<file path="src/rtl/tdm_pkg.sv">
package tdm_pkg;
  localparam int WORD_W  = 24;
  localparam int NUM_CH  = 6;
  localparam int POS_W   = 8;                 // counts up to 256 bit periods
  localparam int CH_W    = $clog2(NUM_CH);
  localparam int BIT_W   = $clog2(WORD_W);

  // strobes from control to datapath
  typedef struct packed {
    logic              latch;     // capture inputs at this edge
    logic              advance;   // falling bit clock edge: update serial output
    logic              bitValid;  // the coming position carries a data bit
    logic [CH_W-1:0]   chanIdx;
    logic [BIT_W-1:0]  bitIdx;    // 0 = MSB
  } tdmStrobe_t;
endpackage

</file>
<file path="src/rtl/tdm_ctrl.sv">
module tdm_ctrl
  import tdm_pkg::*;
(
  input  logic       clk,
  input  logic       rst_n,
  input  logic       longFrame,
  input  logic [1:0] lenSel,
  output tdmStrobe_t strobe,
  output logic       bitClk,
  output logic       frameClk
);
  logic             phase;       // 0: low half, 1: high half
  logic [POS_W-1:0] pos, nPos;
  logic             curMode, pendMode, nMode;
  logic [1:0]       curLen, pendLen, nLen;
  logic             lrReg, nLr, frameEnd;
  logic [5:0]       off;
  logic [5:0]       effLen;
  logic [5:0]       bRel;
  logic [2:0]       chRel;
  logic             active;

  assign frameEnd = (pos[6:0] == 7'h7F) && (!curMode || pos[7]);
  assign nPos     = frameEnd ? '0 : pos + 1'b1;
  assign nMode    = frameEnd ? pendMode : curMode;
  assign nLen     = frameEnd ? pendLen  : curLen;
  assign nLr      = nMode ? nPos[7] : ~nPos[6];

  always_comb begin
    case (nLen)
      2'd0:    effLen = 6'd16;
      2'd1:    effLen = 6'd20;
      default: effLen = 6'd24;
    endcase
    if (!nMode && effLen > 6'd20) effLen = 6'd20;

    off    = {1'b0, nPos[4:0]};
    chRel  = 3'd0;
    bRel   = 6'd0;
    active = 1'b0;
    if (!nMode) begin
      off = nPos[5:0];
      if (off < 6'd20)      begin chRel = 3'd0; bRel = off;          active = 1'b1; end
      else if (off < 6'd40) begin chRel = 3'd1; bRel = off - 6'd20;  active = 1'b1; end
      else if (off < 6'd60) begin chRel = 3'd2; bRel = off - 6'd40;  active = 1'b1; end
      if (nPos[6]) chRel = chRel + 3'd3;
    end else begin
      active = (nPos[6:5] != 2'd3) && (off != 6'd0);
      bRel   = off - 6'd1;
      chRel  = {1'b0, nPos[6:5]} + (nPos[7] ? 3'd3 : 3'd0);
    end
  end

  assign strobe.latch    = !phase && frameEnd;
  assign strobe.advance  = phase;
  assign strobe.bitValid = active && (bRel < effLen);
  assign strobe.chanIdx  = chRel[CH_W-1:0];
  assign strobe.bitIdx   = bRel[BIT_W-1:0];
  assign bitClk          = phase;
  assign frameClk        = lrReg;

  always_ff @(posedge clk or negedge rst_n) begin
    if (!rst_n) begin
      phase    <= 1'b1;
      pos      <= 8'hFE;
      curMode  <= 1'b0;
      pendMode <= 1'b0;
      curLen   <= 2'd0;
      pendLen  <= 2'd0;
      lrReg    <= 1'b0;
    end else begin
      phase <= ~phase;
      if (strobe.latch) begin
        pendMode <= longFrame;
        pendLen  <= lenSel;
      end
      if (strobe.advance) begin
        pos     <= nPos;
        curMode <= nMode;
        curLen  <= nLen;
        lrReg   <= nLr;
      end
    end
  end


  long_lr_low_chk: assert property (@(posedge clk) disable iff (!rst_n)
    (curMode && !pos[7]) |-> !frameClk);

  short_lr_high_chk: assert property (@(posedge clk) disable iff (!rst_n)
    (!curMode && !pos[6]) |-> frameClk);
endmodule

</file>
<file path="src/rtl/tdm_datapath.sv">
module tdm_datapath
  import tdm_pkg::*;
(
  input  logic                     clk,
  input  logic                     rst_n,
  input  logic [NUM_CH*WORD_W-1:0] samples,
  input  tdmStrobe_t               strobe,
  output logic                     serData
);
  logic [WORD_W-1:0] wordReg [NUM_CH];
  logic [WORD_W-1:0] selWord;

  for (genvar k = 0; k < NUM_CH; k++) begin : g_word
    always_ff @(posedge clk or negedge rst_n) begin
      if (!rst_n)            wordReg[k] <= '0;
      else if (strobe.latch) wordReg[k] <= samples[k*WORD_W +: WORD_W];
    end
  end

  assign selWord = wordReg[strobe.chanIdx];

  always_ff @(posedge clk or negedge rst_n) begin
    if (!rst_n)              serData <= 1'b0;
    else if (strobe.advance) serData <= strobe.bitValid
                                        ? selWord[BIT_W'(WORD_W-1) - strobe.bitIdx] : 1'b0;
  end


  latch_half_chk: assert property (@(posedge clk) disable iff (!rst_n)
    strobe.latch |-> !strobe.advance);
endmodule

</file>
<file path="src/rtl/packed_tdm_tx.sv">
module packed_tdm_tx
  import tdm_pkg::*;
(
  input  logic                     clk,
  input  logic                     rst_n,
  input  logic                     longFrame,
  input  logic [1:0]               lenSel,
  input  logic [NUM_CH*WORD_W-1:0] samples,
  output logic                     bitClk,
  output logic                     frameClk,
  output logic                     serData,
  output logic                     ready
);
  tdmStrobe_t strobe;

  tdm_ctrl ctrl_i (
    .clk(clk), .rst_n(rst_n), .longFrame(longFrame), .lenSel(lenSel),
    .strobe(strobe), .bitClk(bitClk), .frameClk(frameClk)
  );

  tdm_datapath dp_i (
    .clk(clk), .rst_n(rst_n), .samples(samples), .strobe(strobe), .serData(serData)
  );

  assign ready = strobe.latch;


  bclk_toggle_chk: assert property (@(posedge clk) disable iff (!rst_n)
    1'b1 |=> (bitClk != $past(bitClk)));

  data_edge_chk: assert property (@(posedge clk) disable iff (!rst_n)
    !$stable(serData) |-> $fell(bitClk));

  lr_edge_chk: assert property (@(posedge clk) disable iff (!rst_n)
    !$stable(frameClk) |-> $fell(bitClk));

  ready_pulse_chk: assert property (@(posedge clk) disable iff (!rst_n)
    ready |=> !ready);

  ready_low_half_chk: assert property (@(posedge clk) disable iff (!rst_n)
    ready |-> !bitClk);
endmodule

</file>
<file path="config.mk">
export PLATFORM = sky130hd
export DESIGN_NAME = packed_tdm_tx
export DESIGN_NICKNAME = d
export VERILOG_FILES = /design/src/rtl/tdm_pkg.sv /design/src/rtl/tdm_ctrl.sv /design/src/rtl/tdm_datapath.sv /design/src/rtl/packed_tdm_tx.sv
export SDC_FILE = /design/constraint.sdc
export NUM_CORES = 1
export LEC_CHECK = 0
export BUFFER_PORTS_ARGS = -buffer_cell sky130_fd_sc_hd__buf_2
export CORE_UTILIZATION = 61
export DETAILED_ROUTE_END_ITERATION = 10
export PLACE_DENSITY = 0.94
export SLEW_MARGIN = 20
export SYNTH_ARGS = -nofsm -noshare
export SYNTH_HDL_FRONTEND = slang
export SYNTH_SLANG_ARGS = --single-unit
</file>
<file path="constraint.sdc">
create_clock -name clk -period 13.35 [get_ports clk]
set_input_delay 0.6675 -clock clk [delete_from_list [all_inputs] [get_ports clk]]
set_output_delay 0.6675 -clock clk [all_outputs]
set_load 0.01 [all_outputs]
</file>
==> run metrics, run 1 <==
Mean Syn Cell Area 11.7 sq um; r2r setup slk 6.22 ns; initial antenna violation count 1; TritonRoute pass-1 iters 5; max-slew violations 0; Max-Cap Viols 0; Mapped Cells 750; CTS tree done; part of the Yosys area used for sequential elements 46.0%; worst vdd ir about 0.12 mV; io pins 153; clk_skew ~0.016 ns; GR Util met1 just over 40%; vias in the first global route 6974; hpwl dp 15.9 mm; DRT Wirelength ~23 mm; First DRT Iteration DRCs 607; Final GP Congestion 0.934; CTS H-Tree Depth 4; met3 Usage GRT 8.24%; slowest cell delay on critical path around 0.8 ns; Nets 1044; Synth Flop Type dfrtp_1; maximum clock frequency 140 MHz; drt wl/cell 21.5 um; # Post-CTS Setup Buffers 0; Post-route DRC 0; Remaining Overflow, GRT 0; Slew Limit Headroom 26.4%; Util after Layout 73.6%; Port Buffers 152; CP Cell Sequence ha_1 -> nand3_1 -> nor3_1 -> or2_2 -> inv_1 -> ha_1 -> nand2_1 -> mux2_2 -> o211ai_1 -> ha_1 -> o31ai_1 -> o221ai_1 -> o21ai_1 -> and2_2 -> mux4_2 -> nor2b_1 -> a2111oi_0 -> a2111oi_0 -> a21o_1 -> o221a_2; Net Count, Synth around 910; dpl ws about 6.4 ns; leakage power roughly 5.0 nW; worst-margin pin slew 1.10 ns; # resized after CTS 0; synthesis-stage register bit count 161; global-route wire length before repair approximately 37 mm; Core ar. approximately 14000 sq um; RSZ-0062 raised after global routing false; Post-synth EDFFs 0; Slowest cell on crit path and2_2; crit path launch type flip-flop; cts hold-fix bufs 0; CP most frequent cell ha_1; clock latency on the worst-skew pair roughly 0.44 ns; CP Max Fanout 31; most common cell after layout, fill and taps aside mux2_2; vias 6844; GRT Overall Usage 33.1%; critical path class flip-flop to flip-flop; Starting Density 62.9%; Row Count 43; chip width roughly 120 um; FFs w/ async S/R, synth 100%; Die Y-Extent between 100 and 150 um; yosys warns 0; Clk pin slew, worst setup/hold paths around 0.070 ns; status finished, final reports clean; CTS max path bufs 2; number of routed nets with antenna violations 0; root buf cell clkbuf_16; post-placement cell count about 1000; total clock buffers created by CTS 17; arrival time of the worst setup path 7.45 ns; largest net degree at the start of global routing 110; Unique masters post-synth 69; Final Hold Fails 0; clock sinks 161; Syn Std Cell Area 8770 sq um; final std cells w/o fill about 1100; hold slack ~0.35 ns; die area 14900 sq um; Via-to-Cell Ratio 6.34; period utilization 53.4%; Final Setup Violations 0; M2 GR Usage between 50% and 60%; final setup margin 6.22 ns; Area Overhead vs Synth 16.9%; Top Usage Layer GRT met2; Worst Hold Class input port to async pin; Power Density 100 nW/um^2; Final Critical Period about 7 ns; Setup TNS Final 0 ns; CP endpoint kind flip-flop; Worst EP required 13.67 ns; fraction of layout cells with a size suffix above 1 43.4%; most frequent cells in the layout mux2_2 (163), dfrtp_1 (153), buf_2 (151), mux2i_1 (70), nand2_1 (54)
-- registers in the layout, indices dropped and copies added (netlist names) --
register         flops
ctrl_i.pendLen       2
ctrl_i.bitClk        1
ctrl_i.pos           8
ctrl_i.curMode       1
ctrl_i.frameClk      1
ctrl_i.pendMode      1
dp_i.serData         1
dp_i.wordReg       144
ctrl_i.curLen        2
-- layout make-up --
| type | count | area [sq um] |
|---|---|---|
| inverters | 15 | 56.3 |
| clock inverters | 14 | 169 |
| fillers | 897 | 3680 |
| well taps | 180 | 225 |
| flip-flops and latches | 161 | 4040 |
| repair buffers | 163 | 850 |
| clock buffers | 18 | 439 |
| diodes | 1 | 2.50 |
| multi-input cells | 528 | 4470 |
-- cell families after synthesis --
group | share of synthesized area (%)
AO/OA/AOI/OAI | 10.4
XOR/XNOR | 1.40
adder cells (fa/ha/maj) | 1.37
buffers and inverters | 3.12
flip-flops | 46.0
multiplexers | 29.7
AND/OR/NAND/NOR | 7.97
-- per-stage QoR --
stage	cell area, sq um	power, mW
global placement	9640	0.529
detailed placement	9640	0.530
global route	10300	1.06
floorplan	8770	0.497
finish	10300	1.03
CTS	10300	1.03
-- metal layers --
metal	wire, um	share of wire (%)
met1	9090	39
met2	11900	51
met3	1560	6.7
met4	682	2.9
met5	11	0.047
-- worst paths after layout --
| path | from | endpoint | depth (start not counted) |
|---|---|---|---|
| hold reg to reg | dp_i.wordReg[99]$_DFFE_PN0P_ | dp_i.wordReg[99]$_DFFE_PN0P_ | 1 |
| hold / removal | rst_n | dp_i.wordReg[11]$_DFFE_PN0P_ | 1 |
| max in group asynchronous | rst_n | dp_i.wordReg[133]$_DFFE_PN0P_ | 2 |
| min in group clk | samples[90] | dp_i.wordReg[66]$_DFFE_PN0P_ | 3 |
| setup / recovery | ctrl_i.pos[1]$_DFFE_PN1P_ | dp_i.serData$_DFFE_PN0P_ | 20 |
| setup reg to reg | ctrl_i.pos[1]$_DFFE_PN1P_ | dp_i.serData$_DFFE_PN0P_ | 20 |
-- power breakdown --
| part | internal [mW] | switching (mW) | leakage, nW |
|---|---|---|---|
| logic | 0.0157 | 0.0169 | 2.52 |
| registers | 0.488 | 0 | 2.20 |
| clock network | 0.288 | 0.222 | 0.296 |
-- synth_stat cells (all sizes together), types with 7 or more instances --
cell type    n  area [sq um]
mux2       163          1840
dfrtp      153          3830
mux2i       70           701
nand2       55           214
o21ai       28           140
clkbuf      27           105
nor2        27           101
a21oi       19          95.1
buf         19           113
nand3       16          85.1
inv         15          56.3
o22ai       11          68.8
xnor2        9           105
dfstp        8           210
ha           8           100
nor3         8          40.0
a221o        7          70.1
-- worst max-delay path: cells and delay by family (launching register included) --
family | cells | cell delay [ns]
adder cells (fa/ha/maj) | 3 | 0.97
buffers and inverters | 1 | 0.13
AND/OR/NAND/NOR | 6 | 2.51
flip-flops | 1 | 0.55
AO/OA/AOI/OAI | 8 | 2.08
multiplexers | 2 | 0.78
No activity file was read; power rests on OpenSTA's default activity.
==> run 2, diff against run 1 <==
- CORE_UTILIZATION: 61 -> 57
- PLACE_DENSITY: 0.94 -> 0.89
- clock period: 13.35 -> 6.93 ns (I/O delays scaled with it)
==> run 2 against run 1 <==
  * The run now ends with hold timing left
  * Sequential cell count stayed put
  * Sequential power is 93% higher
  * Clock power is 74% higher
  * Die area is 6.9% higher
  * Critical path depth stayed put
  * Core utilization is 4.2 points lower
  * Cell area is 0.22% lower
  * Clock skew is 0.0055 ns lower
  * Hold slack worse by 0.37 ns
  * Sequential share of layout area is 0.087 points higher
  * First-iteration DRC count is 15% lower
  * Count of clock-buffer cells in the layout is 1 higher
  * Critical endpoint unchanged
  * Largest power group is now registers
==> run metrics, run 2 (synthesized netlist as in run 1, its figures left out) <==
Design Area, Final 10200 sq um; # Post-CTS Setup Buffers 0; Area Overhead vs Synth 16.7%; WP buf/inv 1; fraction of layout cells with a size suffix above 1 approximately 43%; number of routed nets with antenna violations 0; Top Usage Layer GRT met2; Final GP Congestion 0.939; clock sinks 161; violated checks hold timing; clk_skew 0.0109 ns; DRT Wirelength between 20 and 25 mm; Post-route DRC 0; M2 GR Usage 48.1%; hpwl dp 16.1 mm; CP Max Fanout 12; period utilization 87.4%; Final Critical Period around 6 ns; Port Buffers 152; status finished, violations left; Worst Hold Class input port to async pin; critical path class flip-flop to flip-flop; Starting Density 59.4%; most frequent cells in the layout mux2_2 (163), dfrtp_1 (153), buf_2 (151), mux2i_1 (70), nand2_1 (54); Final Hold Fails 9; Slowest cell on crit path dfstp_2; cts hold-fix bufs 0; Slew Limit Headroom 25.8%; Worst EP required 7.24 ns; worst-margin pin slew 1.11 ns; Clk pin slew, worst setup/hold paths 0.07 ns; TritonRoute pass-1 iters 5; max-slew violations 0; die area 15900 sq um; hold slack -0.0186 ns; largest net degree at the start of global routing 97; Max-Cap Viols 0; Remaining Overflow, GRT 0; CP top delay family compound AO/OA/AOI/OAI gates; root buf cell clkbuf_16; CTS tree done; maximum clock frequency 165 MHz; CTS H-Tree Depth 4; Nets 1046; Final Setup Violations 0; Via-to-Cell Ratio 6.17; global-route wire length before repair 36.2 mm; drt wl/cell ~20 um; final std cells w/o fill 1086; initial antenna violation count 0; CP endpoint kind flip-flop; Power Density 185 nW/um^2; GR Util met1 a little under two fifths; io pins 153; Row Count 44; First DRT Iteration DRCs 514; clock latency on the worst-skew pair 0.43 ns; Die Y-Extent 126 um; post-place instance area 9660 sq um; vias 6696; worst vdd ir between 0.2 and 0.25 mV; Setup TNS Final 0 ns; # resized after CTS 0; r2r setup slk 0.87 ns; most common cell after layout, fill and taps aside mux2_2; CP Cell Sequence ha_1 -> nand3_1 -> nor3_1 -> or2_2 -> inv_1 -> ha_1 -> nand2_1 -> mux2_2 -> o211ai_1 -> ha_1 -> o31ai_1 -> o221ai_1 -> o21ai_1 -> and2_2 -> mux4_2 -> nor2b_1 -> a2111oi_0 -> a2111oi_0 -> a21o_1 -> o221a_2; arrival time of the worst setup path approximately 6.4 ns; CTS max path bufs 2; final setup margin 0.870 ns; RSZ-0062 raised after global routing false; crit path launch type flip-flop; max reg flops around 140; total clock buffers created by CTS 17; leakage power about 5.0 nW; largest registers dp_i.wordReg: 144 flops, ctrl_i.pos: 8 flops; register name with the most flops dp_i.wordReg; met3 Usage GRT 7.77%; GRT Overall Usage 29.6%; slowest cell delay on critical path 0.56 ns; CP most frequent cell ha_1; post-placement cell count 1053; chip width approximately 130 um; vias in the first global route 6959; dpl ws about 1.1 ns; Core ar. 14800 sq um
[run 2: routing by layer]
| layer | vias to the layer above | share of wire (%) |
|---|---|---|
| met1 | 3317 | 41 |
| li1 | 3063 | - |
| met3 | 60 | 6.5 |
| met5 | - | 0 |
| met2 | 256 | 49 |
| met4 | 0 | 3.7 |
[run 2: path summary, 6_finish.rpt]
path / start / to / cells after the start
max: ctrl_i.pos[1]$_DFFE_PN1P_ / dp_i.serData$_DFFE_PN0P_ / 20
min: rst_n / dp_i.wordReg[13]$_DFFE_PN0P_ / 1
max in group asynchronous: rst_n / dp_i.wordReg[135]$_DFFE_PN0P_ / 2
min in group clk: samples[18] / dp_i.wordReg[138]$_DFFE_PN0P_ / 3
min reg2reg: dp_i.wordReg[26]$_DFFE_PN0P_ / dp_i.wordReg[26]$_DFFE_PN0P_ / 1
max reg2reg: ctrl_i.pos[1]$_DFFE_PN1P_ / dp_i.serData$_DFFE_PN0P_ / 20
[run 2: where the power goes]
part	total (mW)	internal, mW	switching (mW)
clock network	0.889	0.480	0.409
registers	0.940	0.940	0
logic	0.0625	0.0302	0.0323
total	1.89	1.45	0.441
[run 2: area by class of cell]
| type | instances | area, sq um |
|---|---|---|
| clock buffer | 19 | 443 |
| antenna | 1 | 2.50 |
| tap | 184 | 230 |
| sequential | 161 | 4040 |
| inverter | 15 | 56.3 |
| multi-input combinational | 528 | 4470 |
| fill | 1052 | 4520 |
| timing repair buffer | 165 | 865 |
| clock inverter | 13 | 123 |
[run 2: per-stage QoR]
stage / power, mW / utilization [%] / hold slack [ns]
finish: 1.89 / 69.4 / -0.0186
global route: 1.95 / 69.3 / 0.0720
CTS: 1.91 / 69.3 / 0.0305
detailed placement: 1.02 / 65.5 / 0.485
global placement: 1.02 / 65.5 / 0.481
floorplan: 0.958 / - / 0.0509
==> run 3, diff against run 2 <==
- CELL_PAD_IN_SITES_DETAIL_PLACEMENT: not set -> 0
- CELL_PAD_IN_SITES_GLOBAL_PLACEMENT: not set -> 1
- CORE_UTILIZATION: 57 -> 45
- PLACE_DENSITY: 0.89 -> 0.88
==> run 3 against run 2 <==
  * The run still ends with hold timing left
  * Critical endpoint unchanged
  * Maximum frequency shrank 0.87%
  * Sequential cell count is the same
  * Count of clock-buffer cells in the layout shrank 2
  * Cell area grew 1.6%
  * Highest routed layer is now met5
  * Largest power group is now the clock network
  * Sequential share of layout area shrank 0.61 points
  * Critical path type unchanged
  * Clock skew grew 0.0067 ns
==> run metrics, run 3 (synthesized netlist as in run 1, its figures left out) <==
status finished, violations left; violated checks hold timing; worst vdd ir ~0.16 mV; register name with the most flops dp_i.wordReg; Row Count 50; Worst Hold Class input port to async pin; post-place instance area 9780 sq um; Clk pin slew, worst setup/hold paths 0.07 ns; hold slack -0.0242 ns; Via-to-Cell Ratio roughly 5.6; max reg flops 144; Power Density 189 nW/um^2; First DRT Iteration DRCs 485; vias in the first global route 6487; Core ar. between 15000 and 20000 sq um; fraction of layout cells with a size suffix above 1 43.6%; leakage power just over 5 nW; global-route wire length before repair 35.4 mm; # resized after CTS 0; most frequent cells in the layout mux2_2 (163), dfrtp_1 (153), buf_2 (151), mux2i_1 (70), nand2_1 (54); CP endpoint kind flip-flop; die area 20100 sq um; maximum clock frequency about 160 MHz; largest registers dp_i.wordReg: 144 flops, ctrl_i.pos: 8 flops; period utilization 88.2%; total clock buffers created by CTS 17; TritonRoute pass-1 iters 5; cts hold-fix bufs 0; CP Max Fanout 12; Max-Cap Viols 0; GRT Overall Usage 23.2%; CTS H-Tree Depth 4; worst-margin pin slew 0.975 ns; chip width ~140 um; # Post-CTS Setup Buffers 0; initial antenna violation count 3; Worst EP required approximately 7.3 ns; Port Buffers 152; Design Area, Final a little over 10000 sq um; DRT Wirelength roughly 22 mm; hpwl dp 15.8 mm; Setup TNS Final 0 ns; Starting Density 46.4%; largest net degree at the start of global routing 152; crit path launch type flip-flop; Final Hold Fails 35; clock latency on the worst-skew pair 0.44 ns; Final Setup Violations 0; max-slew violations 0; CTS max path bufs 2; Area Overhead vs Synth 18.5%; critical path class flip-flop to flip-flop; CTS tree done; total chip power approximately 2.0 mW; clk_skew 0.0176 ns; vias 6560; clock sinks 161; Nets about 1000; Slew Limit Headroom 34.5%; arrival time of the worst setup path 6.44 ns; Final Critical Period 6.11 ns; root buf cell clkbuf_16; io pins 153; fill count 1695; Remaining Overflow, GRT 0; Post-route DRC 0; most common cell after layout, fill and taps aside mux2_2; drt wl/cell about 19 um; Final GP Congestion approximately 0.94; RSZ-0062 raised after global routing false; number of routed nets with antenna violations 0; Die Y-Extent 142 um
==> run 3: cell types whose count changed in the layout (fill, tap and decap cells not counted), sizes merged <==
cell,previous run,this run
buf,165,166
clkbuf,19,17
clkinv,5,6
inv,20,23
clkinvlp,3,1
diode,1,3
==> run 3: final timing paths <==
path | start | endpoint | slack, ns | depth (start not counted)
worst max-delay path | ctrl_i.pos[0]$_DFFE_PN0P_ | dp_i.serData$_DFFE_PN0P_ | 0.82 | 20
worst min-delay path | rst_n | dp_i.wordReg[8]$_DFFE_PN0P_ | -0.02 | 1
worst max register to register | ctrl_i.pos[0]$_DFFE_PN0P_ | dp_i.serData$_DFFE_PN0P_ | 0.82 | 20
worst min register to register | dp_i.wordReg[94]$_DFFE_PN0P_ | dp_i.wordReg[94]$_DFFE_PN0P_ | 0.50 | 1
max in group asynchronous | rst_n | dp_i.wordReg[98]$_DFFE_PN0P_ | 5.53 | 2
min in group clk | samples[90] | dp_i.wordReg[66]$_DFFE_PN0P_ | 0.12 | 3
==> run 3: layout make-up <==
type	instances	area (sq um)	share of cell area [%]
Tap cell	260	325	3.13
Timing Repair Buffer	166	885	8.51
Sequential cell	161	4040	38.9
Clock inverter	15	180	1.73
Inverter	15	56.3	0.542
Antenna cell	3	7.51	0.0722
Multi-Input combinational cell	528	4470	43.1
Clock buffer	17	425	4.09
==> run 3: metal layers <==
metal	track usage, %	vias up	wire, um
met5	0	-	13
met3	6.48	32	1340
met1	30.4	3266	9690
li1	-	3066	-
met2	37.0	194	10500
met4	7.41	2	414
==> run 3: where the power goes <==
group	leakage (nW)	total (mW)	internal, mW	switching, mW
combinational	2.53	0.0616	0.0301	0.0315
sequential	2.20	0.939	0.939	0
clock	0.292	0.960	0.490	0.470
==> run 3: critical path: stages, from the launching register on <==
cell       delay [ns]
dfrtp_1          0.46
ha_1             0.37
nand3_1          0.38
nor3_1           0.10
buf_4            0.18
or2_2            0.36
ha_1             0.29
or4_4            0.60
nand2_4          0.09
inv_2            0.07
ha_1             0.31
o31ai_1          0.31
o221ai_1         0.18
o21ai_1          0.30
and2_2           0.31
mux4_2           0.50
nor2b_1          0.14
a2111oi_0        0.46
a2111oi_0        0.14
a21o_1           0.20
o221a_2          0.26
==> run 3: per-stage QoR <==
step	setup WS, ns	hold WS (ns)	util, %	cells
final	0.816	-0.0242	55.0	1165
after CTS	0.890	0.0168	55.0	1162
after floorplan	1.66	0.0509	-	750
after global routing	0.398	0.0351	55.0	1162
after detailed placement	0.901	0.489	51.8	1130
after global placement	1.04	0.470	51.8	1130
